**src/rtl/pmode_pkg.sv**
```systemverilog
package pmode_pkg;
  localparam int CMD_W  = 4;
  localparam int STAT_W = 8;

  localparam int BIT_C = 0;
  localparam int BIT_Z = 1;
  localparam int BIT_I = 2;
  localparam int BIT_D = 3;
  localparam int BIT_X = 4;
  localparam int BIT_M = 5;
  localparam int BIT_V = 6;
  localparam int BIT_N = 7;

  localparam logic [STAT_W-1:0] WIDTH_LOCK = (8'h1 << BIT_M) | (8'h1 << BIT_X);
  localparam logic [STAT_W-1:0] P_RESET    = WIDTH_LOCK | (8'h1 << BIT_I);

  typedef enum logic [CMD_W-1:0] {
    CMD_NOP       = 4'd0,
    CMD_CLR_C     = 4'd1,
    CMD_SET_C     = 4'd2,
    CMD_CLR_D     = 4'd3,
    CMD_SET_D     = 4'd4,
    CMD_CLR_I     = 4'd5,
    CMD_SET_I     = 4'd6,
    CMD_CLR_V     = 4'd7,
    CMD_MASK_CLR  = 4'd8,
    CMD_MASK_SET  = 4'd9,
    CMD_PULL      = 4'd10,
    CMD_SWAP_CE   = 4'd11,
    CMD_SP_FROM_X = 4'd12,
    CMD_LD_XHI    = 4'd13,
    CMD_LD_YHI    = 4'd14,
    CMD_RSVD      = 4'd15
  } mode_cmd_e;
endpackage

```
**src/rtl/pstat_flag_next.sv**
```systemverilog
module pstat_flag_next
  import pmode_pkg::*;
(
  input  logic [STAT_W-1:0] p_cur,
  input  logic              e_cur,
  input  logic              cmd_valid,
  input  mode_cmd_e         cmd,
  input  logic [STAT_W-1:0] mask,
  output logic [STAT_W-1:0] p_nxt,
  output logic              e_nxt
);
  logic [STAT_W-1:0] p_raw;

  always_comb begin
    p_raw = p_cur;
    e_nxt = e_cur;
    if (cmd_valid) begin
      unique case (cmd)
        CMD_CLR_C:    p_raw[BIT_C] = 1'b0;
        CMD_SET_C:    p_raw[BIT_C] = 1'b1;
        CMD_CLR_D:    p_raw[BIT_D] = 1'b0;
        CMD_SET_D:    p_raw[BIT_D] = 1'b1;
        CMD_CLR_I:    p_raw[BIT_I] = 1'b0;
        CMD_SET_I:    p_raw[BIT_I] = 1'b1;
        CMD_CLR_V:    p_raw[BIT_V] = 1'b0;
        CMD_MASK_CLR: p_raw = p_cur & ~mask;
        CMD_MASK_SET: p_raw = p_cur | mask;
        CMD_PULL:     p_raw = mask;
        CMD_SWAP_CE: begin
          p_raw[BIT_C] = e_cur;
          e_nxt        = p_cur[BIT_C];
        end
        default: p_raw = p_cur;
      endcase
    end
    p_nxt = e_nxt ? (p_raw | WIDTH_LOCK) : p_raw;
  end
endmodule

```
**src/rtl/pstat_index_hi.sv**
```systemverilog
module pstat_index_hi #(
  parameter int BYTE_W = 8,
  parameter int N_IDX  = 2
) (
  input  logic                    clk,
  input  logic                    rst,
  input  logic [N_IDX-1:0]        ld,
  input  logic [BYTE_W-1:0]       din,
  input  logic                    narrow_nxt,
  output logic [N_IDX*BYTE_W-1:0] hi_flat
);
  for (genvar g = 0; g < N_IDX; g++) begin : g_idx
    logic [BYTE_W-1:0] hi_q;
    always_ff @(posedge clk) begin
      if (rst)             hi_q <= '0;
      else if (narrow_nxt) hi_q <= '0;
      else if (ld[g])      hi_q <= din;
    end
    assign hi_flat[g*BYTE_W +: BYTE_W] = hi_q;
  end
endmodule

```
**src/rtl/pstat_stack_ptr.sv**
```systemverilog
module pstat_stack_ptr #(
  parameter int               BYTE_W    = 8,
  parameter logic [BYTE_W-1:0] SP_RST_LO = 8'hFF
) (
  input  logic                clk,
  input  logic                rst,
  input  logic                load,
  input  logic                emu_nxt,
  input  logic [2*BYTE_W-1:0] xfer,
  output logic [2*BYTE_W-1:0] sp
);
  localparam logic [BYTE_W-1:0] EMU_PAGE = BYTE_W'(1);

  logic [BYTE_W-1:0] sp_hi, sp_lo;

  always_ff @(posedge clk) begin
    if (rst) begin
      sp_hi <= EMU_PAGE;
      sp_lo <= SP_RST_LO;
    end else begin
      if (load) sp_lo <= xfer[BYTE_W-1:0];
      if (emu_nxt)   sp_hi <= EMU_PAGE;
      else if (load) sp_hi <= xfer[2*BYTE_W-1:BYTE_W];
    end
  end

  assign sp = {sp_hi, sp_lo};
endmodule

```
**src/rtl/cpu_mode_status.sv**
```systemverilog
module cpu_mode_status
  import pmode_pkg::*;
#(
  parameter int               BYTE_W    = 8,
  parameter logic [BYTE_W-1:0] SP_RST_LO = 8'hFF
) (
  input  logic                clk,
  input  logic                rst,
  input  logic                cmd_valid,
  input  logic [3:0]          cmd,
  input  logic [BYTE_W-1:0]   arg,
  input  logic [2*BYTE_W-1:0] xfer_val,
  output logic [7:0]          p_out,
  output logic                e_out,
  output logic                m_wide,
  output logic                x_wide,
  output logic [BYTE_W-1:0]   x_hi,
  output logic [BYTE_W-1:0]   y_hi,
  output logic [2*BYTE_W-1:0] sp_out
);
  localparam int N_IDX = 2;

  mode_cmd_e             cmd_e;
  logic [STAT_W-1:0]     p_q, p_nxt;
  logic                  e_q, e_nxt;
  logic                  mw_q, xw_q;
  logic [N_IDX-1:0]      idx_ld;
  logic [N_IDX*BYTE_W-1:0] idx_flat;
  logic                  sp_ld;

  assign cmd_e = mode_cmd_e'(cmd);

  pstat_flag_next u_flags (
    .p_cur     (p_q),
    .e_cur     (e_q),
    .cmd_valid (cmd_valid),
    .cmd       (cmd_e),
    .mask      (arg[STAT_W-1:0]),
    .p_nxt     (p_nxt),
    .e_nxt     (e_nxt)
  );

  assign idx_ld[0] = cmd_valid && (cmd_e == CMD_LD_XHI);
  assign idx_ld[1] = cmd_valid && (cmd_e == CMD_LD_YHI);
  assign sp_ld     = cmd_valid && (cmd_e == CMD_SP_FROM_X);

  pstat_index_hi #(.BYTE_W(BYTE_W), .N_IDX(N_IDX)) u_idx (
    .clk        (clk),
    .rst        (rst),
    .ld         (idx_ld),
    .din        (arg),
    .narrow_nxt (p_nxt[BIT_X]),
    .hi_flat    (idx_flat)
  );

  pstat_stack_ptr #(.BYTE_W(BYTE_W), .SP_RST_LO(SP_RST_LO)) u_sp (
    .clk     (clk),
    .rst     (rst),
    .load    (sp_ld),
    .emu_nxt (e_nxt),
    .xfer    (xfer_val),
    .sp      (sp_out)
  );

  always_ff @(posedge clk) begin
    if (rst) begin
      p_q  <= P_RESET;
      e_q  <= 1'b1;
      mw_q <= 1'b0;
      xw_q <= 1'b0;
    end else begin
      p_q  <= p_nxt;
      e_q  <= e_nxt;
      mw_q <= ~p_nxt[BIT_M];
      xw_q <= ~p_nxt[BIT_X];
    end
  end

  assign p_out  = p_q;
  assign e_out  = e_q;
  assign m_wide = mw_q;
  assign x_wide = xw_q;
  assign x_hi   = idx_flat[BYTE_W-1:0];
  assign y_hi   = idx_flat[2*BYTE_W-1:BYTE_W];
endmodule

```
**config.mk**
```make
export PLATFORM = sky130hd
export DESIGN_NAME = cpu_mode_status
export DESIGN_NICKNAME = d
export VERILOG_FILES = /design/src/rtl/pmode_pkg.sv /design/src/rtl/pstat_flag_next.sv /design/src/rtl/pstat_index_hi.sv /design/src/rtl/pstat_stack_ptr.sv /design/src/rtl/cpu_mode_status.sv
export SDC_FILE = /design/constraint.sdc
export NUM_CORES = 1
export LEC_CHECK = 0
export CORE_AREA = 5 5 66 68
export CTS_BUF_LIST = sky130_fd_sc_hd__clkbuf_4 sky130_fd_sc_hd__clkbuf_8 sky130_fd_sc_hd__clkbuf_16
export DETAILED_ROUTE_END_ITERATION = 10
export DIE_AREA = 0 0 71 73
export DONT_BUFFER_PORTS = 1
export PLACE_DENSITY = 0.72
export SLEW_MARGIN = 30
export SYNTH_ARGS = -nofsm -noshare
export SYNTH_HDL_FRONTEND = slang
export SYNTH_SLANG_ARGS = --single-unit
```
**constraint.sdc**
```tcl
create_clock -name clk -period 1.71 [get_ports clk]
set_input_delay 0.342 -clock clk [delete_from_list [all_inputs] [get_ports clk]]
set_output_delay 0.342 -clock clk [all_outputs]
set_load 0.02 [all_outputs]
```
==> results.toml <==
[outcome]
status = "finished clean"

[critical_path]
cp_max_fo = 3
crit_chain = "nor3b_1, a2111oi_0, o311a_1, a21oi_1"
path_buf_inv = 0
cp-start-kind = "flop"
end_kind = "flop"
required_ns = 1.93
cpLargestDelayFamily = "compound AO/OA/AOI/OAI gates"
ff2ff_setup_slack_ns = 0.34
cp.arrival_ns = 1.59
slowest_delay_ns = 0.47
critical_path_class = "reg -> reg"
slowest_stage = "dfxtp_1"

[synth]
synth.largest_area_cell = "dfxtp_1"
ys_top_cells_by_count = "dfxtp_1, nand2_1, mux2i_1"
syn_area_per_cell_um2 = 9.37
syn-instance-count = 205
synth.area.top_cells = "dfxtp_1, mux2i_1, nand2_1, nor3_2, a21oi_1"
synth.yosys.warnings = 0
synth.most_common_cell = "dfxtp_1"
synth.top_cell.area_share_pct = 44.8
synth_area_um2 = 1920
synth_edf_count = 0
ys_seq_elements = 43
yosysUniqueCellTypes = 46
synthFlopType = "dfxtp_1"
ys_seq_area_share_pct = 44.8
async_reset_ff_share_pct = 0
syn_nets = 236

[die]
pin_count = 74
core-area_um2 = 3800
die_h_um = 73
num_rows = 23
start_util_pct = 50.6
fp.dieW_um = 71
fp.dieArea_um2 = 5180

[layout]
final_layout_size_suffix_gt1_share_pct = 18.0
synthToLayoutAreaGrowth_pct = 9.25
diodes = 0
layout.nets = 241

[sta]
fin_crit_sh_pct = 80.2
rsz0062_at_grt = "false"
skew_ns = 0.00679
slew_violations = 0
min_period_ns = 1.37
setup-tns-final_ns = 0
worst_pin_slew_ns = 0.513
whs_ns = 0.115
relSlewSlack_pct = 65.8
finalSetupViolCount = 0
max_freq_ghz = 0.729
hold_viol = 0
worst_slack_ns = 0.339

[grt]
globalRoute.totalOverflow = 0
grtUsageMet3_pct = 5.92
grt_use_met1_pct = 20.7
use_met2_pct = 26.5
antenna_found_initial = 0
grt_use_total_pct = 16.3
busiest_layer = "met2"
grt_pass1_wl_um = 6780
grt_pass1_vias = 1352
grt_max_degree = 21

[clock_network]
clock_path_buffers = 2
cts_setup_buffers = 0
cts-htree-levels = 2
insertion_delay_ns = 0.29
tritoncts = "built"
cts_buffers = 5
hold_buffers = 0
cts.sinks = 43
cts_resized = 0
clkTransAtPathRegs_ns = 0.08
root_buffer = "clkbuf_8"

[power]
leakagePower_nw = 0.720
p_per_area_nw_per_um2 = 881
vdd_ir_drop_max_v = 0.000552

[placed_design]
dp_hpwl_um = 3220
pre_cts_ws_ns = 0.0473
io_buffers = 0
gp_congestion = 0.805

[route]
post_drt_wl_per_cell_um = 16.7
vias = 1447
drtPass1Iterations = 6
drt-vias-per-instance = 5.54
routed_wl_um = 4350
ant_nets = 0
drc = 0
drt_iter0_drc = 63

[worst_hold_path]
hold_path_class = "in -> reg"

[run]
maxCapViolations = 0
[cells by family (layout without fill, tap and decap cells)]
family	count (synthesis)	after routing	synth area share, %
DFF	43	43	44.8
and+or+nand+nor	88	88	25.7
xor gates and xnor gates	1	1	0.456
buffers and inverters	18	24	5.86
muxes	16	16	8.34
AOI/OAI and AO/OA	39	39	14.8
[sequential cells by signal, summed over array words and instances, names as in the netlist]
name	cells
u_idx.g_idx.hi_q	16
p_out	8
u_sp.sp_hi	8
u_sp.sp_lo	8
e_out	1
m_wide	1
x_wide	1
[layout by cell type, fill, tap and decap left out, types with 2 or more instances in the layout]
cell type / n
dfxtp_1: 43
o21ai_0: 7
buf_4: 12
nor3_2: 10
nor2_1: 5
a2111oi_0: 2
a21oi_1: 13
mux2i_1: 16
a21boi_0: 2
nor3b_1: 6
a221oi_1: 2
nand3b_1: 3
nor3_1: 7
clkbuf_8: 7
nand3_1: 10
nand2_1: 36
nand2b_1: 2
[layer usage]
metal | part of all wire, % | wire length [um]
met5 | 0 | 0
met2 | 48 | 2110
met4 | 0.83 | 36
met3 | 7.4 | 320
met1 | 43 | 1880
[where the power goes]
| group | switching [mW] | internal [mW] |
|---|---|---|
| Clock | 0.323 | 0.384 |
| Sequential | 0.0215 | 1.01 |
| Combinational | 0.0566 | 0.0519 |
| Total | 0.401 | 1.45 |
[per-stage QoR]
stage          instances  power [mW]  instance area (um^2)  utilization, %
5_1_grt              261        1.92                  2100            55.2
4_1_cts              261        1.87                  2100            55.2
2_1_floorplan        205        1.15                  1920               -
3_5_place_dp         253        1.17                  1990            52.5
3_3_place_gp         253        1.16                  1990            52.5
6_report             261        1.85                  2100            55.2
[path summary, 6_finish.rpt]
path,from,endpoint,cells after the start
max,p_out[2]$_SDFFE_PP1P_,p_out[2]$_SDFFE_PP1P_,4
min,rst,p_out[7]$_SDFFE_PP0P_,1
max reg2reg,p_out[2]$_SDFFE_PP1P_,p_out[2]$_SDFFE_PP1P_,4
min reg2reg,u_sp.sp_hi[7]$_SDFFE_PP0P_,u_sp.sp_hi[7]$_SDFFE_PP0P_,2
[cell type report]
cell class                      instances  area [um^2]
Sequential cell                        43          861
Multi-Input combinational cell        144          947
Tap cell                               50         62.6
Inverter                                3         13.8
Fill cell                             373         1700
Timing Repair Buffer                   13          110
Clock buffer                            8          104
[worst reg2reg max path, cell delays in order (launching register included)]
cell	delay [ns]
dfxtp_1	0.47
nor3b_1	0.26
a2111oi_0	0.10
o311a_1	0.37
a21oi_1	0.11
Note: power is estimated with default switching activity, not from simulation.
